--- src/rtl/n9_pkg.sv ---
package n9_pkg;

  localparam int unsigned BYTE_W = 8;
  localparam int unsigned WORD_W = BYTE_W + 1;

  typedef logic [WORD_W-1:0] word9_t;

  typedef enum logic [1:0] {
    ST_IDLE,
    ST_SHIFT,
    ST_TAIL,
    ST_GAP
  } seq_state_t;

  // action applied to the shift register at the next falling edge
  typedef enum logic [1:0] {
    ACT_NONE,
    ACT_SHIFT,
    ACT_LOAD
  } edge_act_t;

  function automatic word9_t cmd_word(input logic [BYTE_W-1:0] b);
    return {1'b0, b};
  endfunction

  function automatic word9_t dat_word(input logic [BYTE_W-1:0] b);
    return {1'b1, b};
  endfunction

endpackage

--- src/rtl/n9_tick_gen.sv ---
module n9_tick_gen #(
  parameter int unsigned HALF_DIV = 2
) (
  input  logic clk,
  input  logic rst_n,
  input  logic run,
  input  logic clear,
  output logic tick
);

  localparam int unsigned CNT_W = (HALF_DIV > 1) ? $clog2(HALF_DIV) : 1;
  localparam logic [CNT_W-1:0] CNT_LAST = CNT_W'(HALF_DIV - 1);

  logic [CNT_W-1:0] cnt_q;
  logic [CNT_W-1:0] cnt_d;

  assign tick = run && (cnt_q == CNT_LAST);

  always_comb begin
    cnt_d = cnt_q;
    if (clear) begin
      cnt_d = '0;
    end else if (run) begin
      if (cnt_q == CNT_LAST) cnt_d = '0;
      else                   cnt_d = cnt_q + 1'b1;
    end
  end

  always_ff @(posedge clk or negedge rst_n) begin
    if (!rst_n) cnt_q <= '0;
    else        cnt_q <= cnt_d;
  end

  AST_CNT_BOUND: assert property (@(posedge clk) disable iff (!rst_n)
    cnt_q <= CNT_LAST);

  AST_IDLE_CNT_ZERO: assert property (@(posedge clk) disable iff (!rst_n)
    clear |=> (cnt_q == '0));

endmodule

--- src/rtl/n9_req_hold.sv ---
module n9_req_hold
  import n9_pkg::*;
(
  input  logic              clk,
  input  logic              rst_n,
  input  logic              take,
  input  logic [BYTE_W-1:0] cmd_i,
  input  logic [1:0]        len_i,
  input  logic [2*BYTE_W-1:0] data_i,
  input  logic [1:0]        sel_i,
  output word9_t            word_o,
  output logic [1:0]        last_o
);

  logic [BYTE_W-1:0]   cmd_q, cmd_d;
  logic [2*BYTE_W-1:0] data_q, data_d;
  logic [1:0]          last_q, last_d;

  always_comb begin
    cmd_d  = cmd_q;
    data_d = data_q;
    last_d = last_q;
    if (take) begin
      cmd_d  = cmd_i;
      data_d = data_i;
      last_d = (len_i == 2'd3) ? 2'd2 : len_i;
    end
  end

  always_ff @(posedge clk or negedge rst_n) begin
    if (!rst_n) begin
      cmd_q  <= '0;
      data_q <= '0;
      last_q <= '0;
    end else begin
      cmd_q  <= cmd_d;
      data_q <= data_d;
      last_q <= last_d;
    end
  end

  // word selection: index 1 carries the upper byte only for two-byte requests
  always_comb begin
    case (sel_i)
      2'd0:    word_o = cmd_word(cmd_q);
      2'd1:    word_o = (last_q == 2'd1) ? dat_word(data_q[BYTE_W-1:0])
                                         : dat_word(data_q[2*BYTE_W-1:BYTE_W]);
      default: word_o = dat_word(data_q[BYTE_W-1:0]);
    endcase
  end

  assign last_o = last_q;

  AST_LAST_RANGE: assert property (@(posedge clk) disable iff (!rst_n)
    last_q <= 2'd2);

endmodule

--- src/rtl/n9_shifter.sv ---
module n9_shifter
  import n9_pkg::*;
(
  input  logic      clk,
  input  logic      rst_n,
  input  logic      load_first,
  input  word9_t    first_word,
  input  logic      apply,
  input  edge_act_t act,
  input  word9_t    next_word,
  output logic      mosi
);

  word9_t sh_q, sh_d;

  always_comb begin
    sh_d = sh_q;
    if (load_first) begin
      sh_d = first_word;
    end else if (apply) begin
      case (act)
        ACT_SHIFT: sh_d = {sh_q[WORD_W-2:0], 1'b0};
        ACT_LOAD:  sh_d = next_word;
        default:   sh_d = sh_q;
      endcase
    end
  end

  always_ff @(posedge clk or negedge rst_n) begin
    if (!rst_n) sh_q <= '0;
    else        sh_q <= sh_d;
  end

  assign mosi = sh_q[WORD_W-1];

  AST_LOAD_DATA_FLAG: assert property (@(posedge clk) disable iff (!rst_n)
    (apply && act == ACT_LOAD) |=> sh_q[WORD_W-1]);

  AST_FIRST_CMD_FLAG: assert property (@(posedge clk) disable iff (!rst_n)
    load_first |=> !sh_q[WORD_W-1]);

endmodule

--- src/rtl/n9_seq.sv ---
module n9_seq
  import n9_pkg::*;
#(
  parameter int unsigned GAP_TICKS = 2
) (
  input  logic       clk,
  input  logic       rst_n,
  input  logic       req_valid,
  input  logic       tick,
  input  logic [1:0] last_idx,
  output logic       accept,
  output logic       ready,
  output logic       sclk,
  output logic       cs_n,
  output logic       done,
  output logic       apply,
  output edge_act_t  act,
  output logic [1:0] word_sel
);

  localparam int unsigned BIT_W   = $clog2(WORD_W);
  localparam logic [BIT_W-1:0] BIT_LAST = BIT_W'(WORD_W - 1);
  localparam int unsigned GAP_W   = (GAP_TICKS > 1) ? $clog2(GAP_TICKS) : 1;
  localparam logic [GAP_W-1:0] GAP_LAST = GAP_W'(GAP_TICKS - 1);

  seq_state_t       state_q, state_d;
  logic             sclk_q, sclk_d;
  logic             cs_n_q, cs_n_d;
  logic             done_q, done_d;
  logic [BIT_W-1:0] bit_q, bit_d;
  logic [1:0]       word_q, word_d;
  edge_act_t        act_q, act_d;
  logic [GAP_W-1:0] gap_q, gap_d;

  assign ready    = (state_q == ST_IDLE);
  assign accept   = ready && req_valid;
  assign apply    = tick && (state_q == ST_SHIFT) && sclk_q;
  assign act      = act_q;
  assign word_sel = word_q;
  assign sclk     = sclk_q;
  assign cs_n     = cs_n_q;
  assign done     = done_q;

  always_comb begin
    state_d = state_q;
    sclk_d  = sclk_q;
    cs_n_d  = cs_n_q;
    done_d  = 1'b0;
    bit_d   = bit_q;
    word_d  = word_q;
    act_d   = act_q;
    gap_d   = gap_q;
    case (state_q)
      ST_IDLE: begin
        if (req_valid) begin
          state_d = ST_SHIFT;
          cs_n_d  = 1'b0;
          sclk_d  = 1'b1;
          bit_d   = '0;
          word_d  = '0;
          act_d   = ACT_NONE;
        end
      end
      ST_SHIFT: begin
        if (tick) begin
          if (sclk_q) begin
            // falling edge: shifter applies act_q in this same cycle
            sclk_d = 1'b0;
            act_d  = ACT_NONE;
          end else begin
            // rising edge: the receiver takes the current bit
            sclk_d = 1'b1;
            if (bit_q == BIT_LAST) begin
              bit_d = '0;
              if (word_q == last_idx) begin
                state_d = ST_TAIL;
                act_d   = ACT_NONE;
              end else begin
                word_d = word_q + 1'b1;
                act_d  = ACT_LOAD;
              end
            end else begin
              bit_d = bit_q + 1'b1;
              act_d = ACT_SHIFT;
            end
          end
        end
      end
      ST_TAIL: begin
        if (tick) begin
          cs_n_d  = 1'b1;
          done_d  = 1'b1;
          gap_d   = '0;
          state_d = ST_GAP;
        end
      end
      ST_GAP: begin
        if (tick) begin
          if (gap_q == GAP_LAST) state_d = ST_IDLE;
          else                   gap_d   = gap_q + 1'b1;
        end
      end
      default: state_d = ST_IDLE;
    endcase
  end

  always_ff @(posedge clk or negedge rst_n) begin
    if (!rst_n) begin
      state_q <= ST_IDLE;
      sclk_q  <= 1'b1;
      cs_n_q  <= 1'b1;
      done_q  <= 1'b0;
      bit_q   <= '0;
      word_q  <= '0;
      act_q   <= ACT_NONE;
      gap_q   <= '0;
    end else begin
      state_q <= state_d;
      sclk_q  <= sclk_d;
      cs_n_q  <= cs_n_d;
      done_q  <= done_d;
      bit_q   <= bit_d;
      word_q  <= word_d;
      act_q   <= act_d;
      gap_q   <= gap_d;
    end
  end

  AST_CLK_INSIDE_FRAME: assert property (@(posedge clk) disable iff (!rst_n)
    !sclk_q |-> !cs_n_q);

  AST_DONE_SINGLE: assert property (@(posedge clk) disable iff (!rst_n)
    done_q |=> !done_q);

  AST_DONE_AT_RELEASE: assert property (@(posedge clk) disable iff (!rst_n)
    done_q |-> (cs_n_q && !$past(cs_n_q)));

  AST_BIT_RANGE: assert property (@(posedge clk) disable iff (!rst_n)
    bit_q <= BIT_LAST);

  AST_WORD_RANGE: assert property (@(posedge clk) disable iff (!rst_n)
    word_q <= last_idx);

endmodule

--- src/rtl/ninebit_cmd_tx.sv ---
module ninebit_cmd_tx
  import n9_pkg::*;
#(
  parameter int unsigned HALF_DIV  = 2,
  parameter int unsigned GAP_TICKS = 2
) (
  input  logic        clk,
  input  logic        rst_n,
  input  logic        req_valid,
  output logic        req_ready,
  input  logic [7:0]  req_cmd,
  input  logic [1:0]  req_len,
  input  logic [15:0] req_data,
  output logic        busy,
  output logic        done,
  output logic        spi_sclk,
  output logic        spi_cs_n,
  output logic        spi_mosi
);

  logic       accept;
  logic       ready;
  logic       tick;
  logic       apply;
  edge_act_t  act;
  logic [1:0] word_sel;
  logic [1:0] last_idx;
  word9_t     next_word;

  n9_tick_gen #(
    .HALF_DIV (HALF_DIV)
  ) u_tick (
    .clk   (clk),
    .rst_n (rst_n),
    .run   (!ready),
    .clear (accept),
    .tick  (tick)
  );

  n9_req_hold u_hold (
    .clk    (clk),
    .rst_n  (rst_n),
    .take   (accept),
    .cmd_i  (req_cmd),
    .len_i  (req_len),
    .data_i (req_data),
    .sel_i  (word_sel),
    .word_o (next_word),
    .last_o (last_idx)
  );

  n9_seq #(
    .GAP_TICKS (GAP_TICKS)
  ) u_seq (
    .clk       (clk),
    .rst_n     (rst_n),
    .req_valid (req_valid),
    .tick      (tick),
    .last_idx  (last_idx),
    .accept    (accept),
    .ready     (ready),
    .sclk      (spi_sclk),
    .cs_n      (spi_cs_n),
    .done      (done),
    .apply     (apply),
    .act       (act),
    .word_sel  (word_sel)
  );

  n9_shifter u_shift (
    .clk        (clk),
    .rst_n      (rst_n),
    .load_first (accept),
    .first_word (cmd_word(req_cmd)),
    .apply      (apply),
    .act        (act),
    .next_word  (next_word),
    .mosi       (spi_mosi)
  );

  assign req_ready = ready;
  assign busy      = !ready;

  AST_MOSI_HOLD_AT_RISE: assert property (@(posedge clk) disable iff (!rst_n)
    $rose(spi_sclk) |-> $stable(spi_mosi));

  AST_FRAME_START_ON_ACCEPT: assert property (@(posedge clk) disable iff (!rst_n)
    $fell(spi_cs_n) |-> $past(req_valid && req_ready));

  AST_IDLE_LINES: assert property (@(posedge clk) disable iff (!rst_n)
    req_ready |-> (spi_cs_n && spi_sclk));

endmodule

--- config.mk ---
export PLATFORM = sky130hd
export DESIGN_NAME = ninebit_cmd_tx
export DESIGN_NICKNAME = d
export VERILOG_FILES = /design/src/rtl/n9_pkg.sv /design/src/rtl/n9_tick_gen.sv /design/src/rtl/n9_req_hold.sv /design/src/rtl/n9_shifter.sv /design/src/rtl/n9_seq.sv /design/src/rtl/ninebit_cmd_tx.sv
export SDC_FILE = /design/constraint.sdc
export NUM_CORES = 1
export LEC_CHECK = 0
export CAP_MARGIN = 20
export CORE_ASPECT_RATIO = 0.8
export CORE_MARGIN = 5
export CORE_UTILIZATION = 57
export DETAILED_ROUTE_END_ITERATION = 12
export DONT_BUFFER_PORTS = 1
export GPL_TIMING_DRIVEN = 0
export HOLD_SLACK_MARGIN = 0.08
export PLACE_DENSITY_LB_ADDON = 0.08
export SLEW_MARGIN = 40
export SYNTH_ARGS = -nofsm -noshare
export SYNTH_HDL_FRONTEND = slang
export SYNTH_SLANG_ARGS = --single-unit
--- constraint.sdc ---
create_clock -name clk -period 1.85 [get_ports clk]
set_input_delay 0.2775 -clock clk [delete_from_list [all_inputs] [get_ports clk]]
set_output_delay 0.2775 -clock clk [all_outputs]
set_load 0.02 [all_outputs]
## Word-level counts from Yosys, hierarchy flattened

Cells that the tools add are included.

| storage, ports and cells | value |
|---|---|
| register bits | 50 |
| input bits | 29 |
| output and inout bits | 6 |

| cells by class | value |
|---|---|
| equal/unequal tests | 20 |
| add/sub/neg operators | 4 |
| muxes and demuxes | 47 |
| reductions and logical operators | 19 |

Operator list:

| kind | count |
|---|---|
| 2-to-1 mux 2 bit | 18 |
| case mux 9 bit (2 select lines) | 2 |
| 2-to-1 mux 9 bit | 2 |
| 2-to-1 mux 4 bit | 4 |
| 2-to-1 mux 1 bit | 13 |
| != test 2 bit, second input constant | 6 |
| AND reduction 3 bit | 3 |
| == test 2 x 1 -> 1 bit, second input constant | 4 |
| == test 2 bit, second input constant | 4 |
| 2-to-1 mux 8 bit | 1 |
| != test 2 x 1 -> 1 bit, second input constant | 4 |
| case mux 2 bit (2 select lines) | 2 |
| case mux 2 bit (4 select lines) | 1 |
| case mux 4 bit (2 select lines) | 1 |
| AND reduction 8 bit | 1 |
| nonzero test 2 bit | 4 |
| case mux 1 bit (2 select lines) | 3 |
| AND reduction 6 bit | 1 |
| adder 4 x 1 -> 4 bit, second input constant | 1 |
| == test 4 bit, second input constant | 1 |
| logical AND 1 bit | 4 |
| zero test 2 bit | 2 |
| AND reduction 4 bit | 1 |
| nonzero test 3 bit | 1 |
| 5 further kinds | 6 |

## Longest topological paths before layout

Gate-level depths: netlist of run 1.

| depth | value |
|---|---|
| depth after elaboration | 7 |
| depth in mapped cells | 9 |
| depth with buffers taken out | 7 |

## By module

Synthesis of run 1 repeated with hierarchy kept, for this count alone.

| unflattened totals | value |
|---|---|
| cell total of the unflattened synthesis | 241 |
| area, all modules | 2,860.2 um^2 |

By module, submodules not included:

| module | area an instance (um^2) | cells each | instances | sequential area each (um^2) |
|---|---|---|---|---|
| n9_req_hold | 1,224.9 | 88 | 1 | 650.6 |
| n9_seq | 862.1 | 82 | 1 | 352.8 |
| n9_shifter | 720.7 | 65 | 1 | 225.2 |
| n9_tick_gen | 45.0 | 4 | 1 | 25.0 |
| ninebit_cmd_tx | 7.5 | 2 | 1 | 0.0 |

## Least setup slack after synthesis of run 1

No wires, ideal clock.

| timing path | value |
|---|---|
| kind | register to register |
| start | reg u_seq.state_q[0] |
| end | reg u_seq.word_q[0] (netlist: u_seq.word_sel[0]) |
| arrival | 1,806 ps |
| buffers on the path | 1 |
| required time | 1,729 ps |
| stages on the path, launching flop included | 9 |
| slack | -77 ps |
| library setup time | 121 ps |
| cell sequence | dfrtp_1 -> inv_1 -> ha_1 -> nor2b_1 -> buf_2 -> mux2i_1 -> nor2_1 -> mux2_2 -> a22o_1 |

| on the way | value |
|---|---|
| cells in the longest elaborated chain, start to end | 5 |
| elaborated cells between the ends (all ways) | 12 |
| those cells by class | eq/ne: 6; mux: 1; reduce/logical: 5 |

RTL lines:

| item | line | text |
|---|---|---|
| start: declaration | n9_seq.sv:26 | `seq_state_t state_q, state_d;` |
| start signal: assignment | n9_seq.sv:118 | `state_q <= state_d;` |
| zero test 2 bit * | n9_seq.sv:35 | `assign ready = (state_q == ST_IDLE);` |
| net req_ready | ninebit_cmd_tx.sv:10 | `output logic req_ready,` |
| zero test 1 bit | ninebit_cmd_tx.sv:35 | `.run (!ready),` |
| logical AND 1 bit | n9_tick_gen.sv:17 | `assign tick = run && (cnt_q == CNT_LAST);` |
| != test 2 x 1 -> 1 bit (no line) | n/a |  |
| AND reduction 6 bit (no line) | n/a |  |
| end signal: assignment | n9_seq.sv:123 | `word_q <= word_d;` |
| end: declaration | n9_seq.sv:31 | `logic [1:0] word_q, word_d;` |

Mark *: on every way through the listed nets, which the timed path passes. The rest lies on a longest branch.
A chain may end at the register's enable or synchronous reset.

## Final worst setup path of run 1

| timing path | value |
|---|---|
| start | reg u_seq.state_q[1] |
| end | reg u_shift.sh_q[3] |

| on the way | value |
|---|---|
| cells in the longest elaborated chain, start to end | 7 |
| elaborated cells between the ends (all ways) | 11 |
| those cells by class | eq/ne: 1; mux: 1; reduce/logical: 9 |

RTL lines:

| item | line | text |
|---|---|---|
| zero test 2 bit * | n9_seq.sv:35 |  |
| net req_ready | ninebit_cmd_tx.sv:10 |  |
| zero test 1 bit | ninebit_cmd_tx.sv:35 |  |
| logical AND 1 bit | n9_tick_gen.sv:17 |  |
| logical AND 1 bit (2 in a row) | n9_seq.sv:37 | `assign apply = tick && (state_q == ST_SHIFT) && sclk_q;` |
| nonzero test 2 bit (no line) | n/a |  |
| AND reduction 2 bit (no line) | n/a |  |
| end signal: assignment | n9_shifter.sv:30 | `if (!rst_n) sh_q <= '0;` |
| end signal: assignment | n9_shifter.sv:31 | `else sh_q <= sh_d;` |
| end: declaration | n9_shifter.sv:14 | `word9_t sh_q, sh_d;` |

Marked as above.

==> metrics.txt, run 1 <==
# TYPE chip_impl_metric gauge
chip_impl_metric{name="cts.path.max_buffers",unit=""} 2
chip_impl_info{name="cts.root.buffer_cell",value="clkbuf_8"} 1
chip_impl_metric{name="crit_fanout",unit=""} 6
chip_impl_metric{name="diodes",unit=""} 0
chip_impl_metric{name="final_cell_count_no_fill",unit=""} 346
chip_impl_metric{name="synth_enable_flop_cells",unit=""} 0
chip_impl_metric{name="skew",unit="ns"} 0.00744
chip_impl_metric{name="timing.final.setup_violations",unit=""} 0
chip_impl_metric{name="power_density",unit="mW/mm²"} 1390
chip_impl_metric{name="die_height",unit="µm"} 70.3
chip_impl_info{name="tritoncts",value="done"} 1
chip_impl_metric{name="timing.critical_path.arrival",unit="ns"} 2.04
chip_impl_info{name="setup.worst_path.start_class",value="flop"} 1
chip_impl_metric{name="clock_network_latency_to_the_later_pin_of_the_worst_skew_pair",unit="ns"} 0.31
chip_impl_metric{name="max-cap-violations",unit=""} 0
chip_impl_metric{name="core_ar",unit="mm²"} 0.00449
chip_impl_metric{name="row_count",unit=""} 22
chip_impl_metric{name="firstDrtPassIters",unit=""} 4
chip_impl_info{name="run_status",value="finished, final reports clean"} 1
chip_impl_metric{name="regArea",unit="mm²"} 0.00125
chip_impl_metric{name="yosys.cell_types.count",unit=""} 37
chip_impl_metric{name="area_growth_syn_to_layout",unit="%"} 17.4
chip_impl_metric{name="grt_pass1_wl",unit="mm"} 9.39
chip_impl_metric{name="layout-drive-gt1-share",unit="%"} 26.9
chip_impl_metric{name="grt.overflow.total",unit=""} 0
chip_impl_metric{name="cp_data_required_time",unit="ns"} 2.09
chip_impl_metric{name="worst_voltage_drop_across_the_vdd_grid",unit="µV"} 921
chip_impl_metric{name="clock.fmax",unit="MHz"} 554
chip_impl_metric{name="drt.antenna.violating_nets",unit=""} 0
chip_impl_metric{name="r2r.worst_path.cells",unit=""} 8
chip_impl_metric{name="ctsHtreeMaxLevel",unit=""} 2
chip_impl_metric{name="async_flop_share",unit="%"} 100
chip_impl_metric{name="cts-buffers-inserted",unit=""} 5
chip_impl_info{name="synth_commonest_cells",value="dfrtp_1 (48), nand2_1 (29), nor2_1 (22)"} 1
chip_impl_metric{name="drt_first_iter_violations",unit=""} 117
chip_impl_metric{name="slew_headroom",unit="%"} 65.2
chip_impl_metric{name="number_of_antenna_violations_at_the_first_check_in_global_routing",unit=""} 0
chip_impl_info{name="r2r-start",value="u_seq.state_q[1]"} 1
chip_impl_metric{name="total_power",unit="W"} 0.00423
chip_impl_metric{name="detail_route.drc_violations",unit=""} 0
chip_impl_metric{name="synthesis.instances",unit=""} 259
chip_impl_metric{name="synth_nets",unit=""} 298
chip_impl_metric{name="io_buffer_count",unit=""} 0
chip_impl_info{name="holdCritStartpoint",value="req_data[4]"} 1
chip_impl_metric{name="syn_avg_cell_area",unit="µm²"} 10.0
chip_impl_metric{name="drt-wirelength-per-cell",unit="µm"} 16.6
chip_impl_metric{name="layout.core_utilization",unit="%"} 67.9
chip_impl_info{name="min-delay-path-class",value="primary input to flop"} 1
chip_impl_metric{name="reg2reg_setup_slack",unit="ns"} 0.05
chip_impl_metric{name="finalWeightedCongestion",unit=""} 0.756
chip_impl_info{name="rr_endpoint",value="u_shift.sh_q[3]"} 1
chip_impl_metric{name="number_of_slew_limit_violations_in_the_final_report",unit=""} 0
chip_impl_info{name="unrepaired_setup_endpoints_after_global_routing",value="true"} 1
chip_impl_metric{name="synth-seq-cells",unit=""} 50
chip_impl_metric{name="synth-warning-count",unit=""} 0
chip_impl_metric{name="grtUsageTotal",unit="%"} 19.9
chip_impl_metric{name="die_w",unit="µm"} 85.4
chip_impl_metric{name="dr_total_vias",unit=""} 1970
chip_impl_metric{name="io-pin-count",unit=""} 35
chip_impl_metric{name="initial_util",unit="%"} 57.8
chip_impl_metric{name="nNetsFinal",unit=""} 324
chip_impl_metric{name="min_period",unit="ns"} 1.80
chip_impl_metric{name="fill_cells",unit=""} 345
chip_impl_metric{name="synth_top_area_share",unit="%"} 46.3
chip_impl_metric{name="mean_number_of_vias_per_cell",unit=""} 5.69
chip_impl_metric{name="timing.final.crit_share",unit="%"} 97.5
chip_impl_metric{name="final-hold-violation-count",unit=""} 0
chip_impl_metric{name="dp.final_hpwl",unit="mm"} 3.80
chip_impl_metric{name="worst_max_slew_pin_slew",unit="ns"} 0.523
chip_impl_info{name="most_frequent_cell_after_synthesis",value="dfrtp_1"} 1
chip_impl_info{name="ys.flop_type",value="dfrtp_1"} 1
chip_impl_metric{name="placed_cells",unit=""} 319
chip_impl_metric{name="grt_start_max_net_pins",unit=""} 51
chip_impl_metric{name="synth-seq-area-share",unit="%"} 48.3
chip_impl_metric{name="hold_path_depth",unit=""} 2
chip_impl_metric{name="synthesis.area",unit="mm²"} 0.00259
chip_impl_metric{name="multi_input_area",unit="mm²"} 0.00127
chip_impl_metric{name="fin_setup_tns",unit="ns"} 0
chip_impl_metric{name="power.static_leakage",unit="nW"} 1.35
chip_impl_metric{name="first_global_vias",unit=""} 1942
chip_impl_metric{name="drt-total-wl",unit="mm"} 5.75
chip_impl_info{name="synthDominantAreaCellType",value="dfrtp_1"} 1
chip_impl_info{name="hold_path_end",value="u_hold.data_q[4]"} 1
chip_impl_metric{name="cts_num_sinks",unit=""} 50
chip_impl_info{name="synth_top_cells_by_area",value="dfrtp_1 (46%), mux2_2 (9.1%), ha_1 (4.8%)"} 1
chip_impl_metric{name="fp.dieArea",unit="mm²"} 0.00601
chip_impl_info{name="critical_path.endpoint_type",value="flop"} 1
chip_impl_info{name="timing.setup.critical_path_class",value="flop to flop"} 1
chip_impl_metric{name="clkTransAtPathRegs",unit="ns"} 0.10
## through the flow
step	hold slack (ns)	setup slack, ns	area [µm²]
global placement	-0.0170	-0.297	2670
detailed placement	-0.0172	-0.318	2670
floorplan	-0.0181	0.000292	2600
finish	0.0904	0.0459	3050
CTS	0.0832	0.00874	2900
global route	0.0903	-0.0503	3050
## routing by layer
metal	share of wire (%)	wire length (µm)	GRT usage (%)	vias to the layer above
met5	0	0	0	-
met4	1.9	112	5.98	0
met3	7.0	404	6.25	12
met2	44	2530	29.3	56
met1	47	2700	28.1	941
li1	-	-	-	961
## state kept, by name, indices dropped and copies added, names as in the netlist
register / flops
u_seq.cs_n: 1
u_hold.last_o: 2
u_hold.cmd_q: 8
u_seq.sclk: 1
u_shift.sh_q: 9
u_seq.gap_q: 1
u_tick.cnt_q: 1
u_seq.done: 1
u_seq.word_sel: 2
u_seq.act: 2
u_seq.state_q: 2
u_seq.bit_q: 4
u_hold.data_q: 16
## power by group
group | internal, W | leakage, nW | total (W) | switching (W)
clock network | 0.000266 | 0.0441 | 0.000643 | 0.000377
logic | 0.000817 | 0.706 | 0.00168 | 0.000866
registers | 0.00158 | 0.604 | 0.00190 | 0.000319
total | 0.00267 | 1.35 | 0.00423 | 0.00156
## final cells by class
| class | count | share of cell area, % |
|---|---|---|
| Timing Repair Buffer | 20 | 6.53 |
| Buffer | 15 | 3.37 |
| Inverter | 15 | 1.85 |
| Multi-Input combinational cell | 178 | 41.6 |
| Sequential cell | 50 | 41.2 |
| Clock buffer | 5 | 2.26 |
| Tap cell | 60 | 2.47 |
| Clock inverter | 3 | 0.698 |
## kinds of logic after synthesis
group / count (synthesis) / share of synthesized area, %
muxes: 24 / 10.3
adders and majority gates: 10 / 4.82
DFF: 50 / 48.3
xor gates and xnor gates: 3 / 1.01
AOI/OAI and AO/OA: 59 / 14.6
and+or+nand+nor: 82 / 15.7
buffers and inverters: 31 / 5.26
## placed cells by master (no fill, tap or decap), types with 4 or more instances in the layout
cell type,n
dfrtp_1,47
nand2_1,29
mux2_2,21
nor2_1,21
a21oi_1,16
o21ai_0,15
buf_4,12
inv_1,11
a221oi_1,8
or3_1,8
buf_2,7
buf_6,6
ha_1,6
o311ai_0,5
clkbuf_8,5
inv_2,4
nand2b_1,4
## critical path, cell delays in order (launching register included)
cell and delay [ns]:
dfrtp_1 0.38, inv_2 0.07, ha_4 0.20, nor2b_1 0.11, buf_4 0.17, nand4_4 0.15, buf_6 0.17, or3_1 0.36
a21oi_1 0.13
## how the worst max path moves through the flow
| stage | depth (start not counted) | to | slack [ns] | startpoint |
|---|---|---|---|---|
| 2_1_floorplan | 8 | u_seq.word_sel[0] | 0.0003 | u_seq.state_q[0] |
| 3_3_place_gp | 8 | u_seq.bit_q[0] | -0.30 | u_seq.state_q[0] |
| 3_5_place_dp | 8 | u_seq.bit_q[0] | -0.32 | u_seq.state_q[0] |
| 4_1_cts | 6 | u_seq.bit_q[0] | 0.009 | u_seq.state_q[1] |
| 5_1_grt | 8 | u_shift.sh_q[2] | -0.05 | u_seq.state_q[1] |
| 6_report | 8 | u_shift.sh_q[3] | 0.05 | u_seq.state_q[1] |
## what timing repair did
item	4_1_cts	5_1_grt
setup buffers	7	7
endpoints found under the hold margin	51	0
pin swaps	2	4
cloned	0	3
endpoints found under the setup margin	43	41
gates resized for setup	11	23
hold buffers	3	0
Note: power is estimated with default switching activity, not from simulation.
==> run 2: changes to the inputs <==
- SETUP_SLACK_MARGIN: unset -> 0.3
==> run 2 against run 1 <==
Net effect: the flow now finishes with violations (negative setup slack); sequential cell count unchanged; global-route usage is 3.0 points higher; setup slack worse by 0.13 ns; clock skew fell by 0.0014 ns; worst hold slack better by 0.0034 ns; critical endpoint unchanged; largest power group is now combinational logic.
==> metrics.txt, run 2 (synthesis results as in run 1) <==
# TYPE chip_impl_metric gauge
chip_impl_metric{name="grt_start_max_net_pins",unit=""} 51
chip_impl_metric{name="design_area",unit="mm²"} 0.00386
chip_impl_metric{name="clockPowerShare",unit="%"} 13.8
chip_impl_metric{name="timing.critical_path.arrival",unit="ns"} 2.16
chip_impl_info{name="holdCritStartpoint",value="req_data[2]"} 1
chip_impl_metric{name="io-pin-count",unit=""} 35
chip_impl_metric{name="finalWeightedCongestion",unit=""} 0.837
chip_impl_info{name="unrepaired_setup_endpoints_after_global_routing",value="true"} 1
chip_impl_metric{name="cts-buffers-inserted",unit=""} 5
chip_impl_metric{name="fp.dieArea",unit="mm²"} 0.00601
chip_impl_metric{name="core_ar",unit="mm²"} 0.00449
chip_impl_metric{name="worst_max_slew_pin_slew",unit="ns"} 0.451
chip_impl_metric{name="cellInternalPower",unit="W"} 0.00348
chip_impl_metric{name="initial_util",unit="%"} 57.8
chip_impl_metric{name="timing.final.setup_violations",unit=""} 3
chip_impl_metric{name="grt.overflow.total",unit=""} 0
chip_impl_info{name="largest_register",value="u_hold.data_q"} 1
chip_impl_metric{name="post_dp_cell_area",unit="mm²"} 0.00275
chip_impl_info{name="min-delay-path-class",value="primary input to flop"} 1
chip_impl_metric{name="clkTransAtPathRegs",unit="ns"} 0.09
chip_impl_metric{name="slew_headroom",unit="%"} 69.6
chip_impl_metric{name="final_cell_count_no_fill",unit=""} 374
chip_impl_metric{name="drt-total-wl",unit="mm"} 8.56
chip_impl_metric{name="crit_fanout",unit=""} 7
chip_impl_metric{name="timing.final.crit_share",unit="%"} 105
chip_impl_info{name="r2r-start",value="u_seq.word_sel[1]"} 1
chip_impl_metric{name="switching_share",unit="%"} 37.8
chip_impl_info{name="timing.setup.critical_path_class",value="flop to flop"} 1
chip_impl_info{name="setup.worst_path.start_class",value="flop"} 1
chip_impl_metric{name="p_seq_share",unit="%"} 36.1
chip_impl_info{name="failing_checks",value="negative setup slack"} 1
chip_impl_metric{name="placed_cells",unit=""} 319
chip_impl_info{name="cts.root.buffer_cell",value="clkbuf_8"} 1
chip_impl_info{name="mostFrequentLayoutCells",value="dfrtp_1 (47), buf_4 (24), nand2_1 (20), nor2_1 (20), mux2_4 (18)"} 1
chip_impl_metric{name="drt_first_iter_violations",unit=""} 274
chip_impl_metric{name="drt.antenna.violating_nets",unit=""} 0
chip_impl_info{name="reg_top3",value="u_hold.data_q x16, u_shift.sh_q x9, u_hold.cmd_q x8"} 1
chip_impl_metric{name="mean_number_of_vias_per_cell",unit=""} 6.36
chip_impl_metric{name="ctsHtreeMaxLevel",unit=""} 2
chip_impl_metric{name="grt_pass1_wl",unit="mm"} 10.8
chip_impl_metric{name="cts_num_sinks",unit=""} 50
chip_impl_metric{name="detail_route.drc_violations",unit=""} 0
chip_impl_metric{name="die_height",unit="µm"} 70.3
chip_impl_metric{name="nNetsFinal",unit=""} 352
chip_impl_metric{name="firstDrtPassIters",unit=""} 5
chip_impl_info{name="tritoncts",value="done"} 1
chip_impl_metric{name="skew",unit="ns"} 0.00608
chip_impl_metric{name="diodes",unit=""} 0
chip_impl_metric{name="multi_input_area",unit="mm²"} 0.00162
chip_impl_metric{name="row_count",unit=""} 22
chip_impl_metric{name="area_growth_syn_to_layout",unit="%"} 49.0
chip_impl_metric{name="worst_voltage_drop_across_the_vdd_grid",unit="µV"} 878
chip_impl_metric{name="power.static_leakage",unit="nW"} 1.74
chip_impl_metric{name="dr_total_vias",unit=""} 2379
chip_impl_metric{name="number_of_antenna_violations_at_the_first_check_in_global_routing",unit=""} 0
chip_impl_metric{name="min_period",unit="ns"} 1.93
chip_impl_metric{name="fill_cells",unit=""} 179
chip_impl_metric{name="io_buffer_count",unit=""} 0
chip_impl_metric{name="post-route-worst-setup-slack",unit="ns"} -0.0846
chip_impl_metric{name="dp.final_hpwl",unit="mm"} 4.06
chip_impl_metric{name="regArea",unit="mm²"} 0.00125
chip_impl_metric{name="largest_register_ffs",unit=""} 16
chip_impl_metric{name="grtUsageTotal",unit="%"} 23.0
chip_impl_metric{name="max-cap-violations",unit=""} 0
chip_impl_metric{name="final-hold-violation-count",unit=""} 0
chip_impl_info{name="cp-startpoint",value="u_seq.word_sel[1]"} 1
chip_impl_info{name="run_status",value="finished with violations"} 1
chip_impl_metric{name="power.switching",unit="W"} 0.00211
chip_impl_metric{name="die_w",unit="µm"} 85.4
chip_impl_info{name="most_common_library_cell_in_the_layout_ignoring_fill_and_taps",value="dfrtp_1"} 1
chip_impl_metric{name="drt-wirelength-per-cell",unit="µm"} 22.9
chip_impl_info{name="critical_path.endpoint_type",value="flop"} 1
chip_impl_metric{name="cp_data_required_time",unit="ns"} 2.07
chip_impl_metric{name="cts.path.max_buffers",unit=""} 2
chip_impl_metric{name="clock.fmax",unit="MHz"} 517
chip_impl_metric{name="first_global_vias",unit=""} 2162
chip_impl_metric{name="layout-drive-gt1-share",unit="%"} 46.8
chip_impl_metric{name="power_density",unit="mW/mm²"} 1450
chip_impl_metric{name="number_of_slew_limit_violations_in_the_final_report",unit=""} 0
chip_impl_metric{name="place_worst_setup_slack",unit="ns"} -0.0173
chip_impl_metric{name="power.combinational.fraction",unit="%"} 50.1
chip_impl_metric{name="clock_network_latency_to_the_later_pin_of_the_worst_skew_pair",unit="ns"} 0.31
==> run 2: cell types whose count changed in the layout (fill, tap and decap cells not counted), sizes merged <==
cell         before  now
dlygate4sd3       2    7
clkbuf           11   15
bufinv            0    1
clkinvlp          1    0
buf              27   46
==> run 2: final cells by class <==
class / count / share of cell area [%]
Clock buffer: 5 / 1.78
Buffer: 16 / 4.86
Inverter: 15 / 1.46
Sequential cell: 50 / 32.5
Tap cell: 60 / 1.94
Clock inverter: 3 / 1.04
Multi-Input combinational cell: 178 / 41.9
Timing Repair Buffer: 47 / 14.5
==> run 2: metrics by stage <==
step	TNS, ns	power, W	hold WS (ns)	util (%)
6_report	-0.209	0.00559	0.0939	86.1
5_1_grt	-0.479	0.00585	0.0800	86.1
4_1_cts	0	0.00474	0.0867	73.0
3_5_place_dp	-0.0173	0.00348	-0.0167	61.4
3_3_place_gp	0	0.00343	-0.0169	61.4
2_1_floorplan	0	0.00312	-0.0181	-
==> run 2: path summary, 6_finish.rpt <==
check | end | cells after the start | slack [ns]
worst max-delay path | u_shift.sh_q[3] | 7 | -0.08
worst min-delay path | u_hold.data_q[2] | 2 | 0.09
worst max register to register | u_shift.sh_q[3] | 7 | -0.08
worst min register to register | u_tick.cnt_q | 1 | 0.51
max in group asynchronous | u_seq.cs_n | 2 | 1.10
min in group asynchronous | u_hold.data_q[9] | 2 | 0.48
==> run 2: power groups by stage <==
stage               Combinational, W  Sequential (W)  Clock [W]
finish                       0.00280         0.00202   0.000772
global route                 0.00297         0.00205   0.000823
CTS                          0.00203         0.00194   0.000776
detailed placement           0.00152         0.00196          0
global placement             0.00148         0.00195          0
floorplan                    0.00128         0.00184          0
==> run 2: layer usage <==
layer | up-vias | GRT usage, % | share of wire (%)
met5 | - | 0 | 0
met2 | 150 | 35.6 | 46
met3 | 26 | 6.84 | 9.0
met4 | 0 | 4.39 | 2.3
li1 | 1010 | - | -
met1 | 1193 | 32.0 | 42
==> run 2: critical path, stage by stage, from the launching register on <==
cell,delay (ns)
dfrtp_1,0.42
inv_2,0.14
ha_1,0.23
and2_1,0.18
clkbuf_4,0.24
a221oi_2,0.10
or3_1,0.33
a21oi_1,0.20
==> run 2: timing repair <==
action | CTS | global route
gates resized for setup | 44 | 85
endpoints found under the hold margin | 50 | 6
endpoints found under the setup margin | 44 | 44
pin swaps | 11 | 25
gates cloned | 4 | 5
setup buffers | 20 | 10
hold buffers | 2 | 6
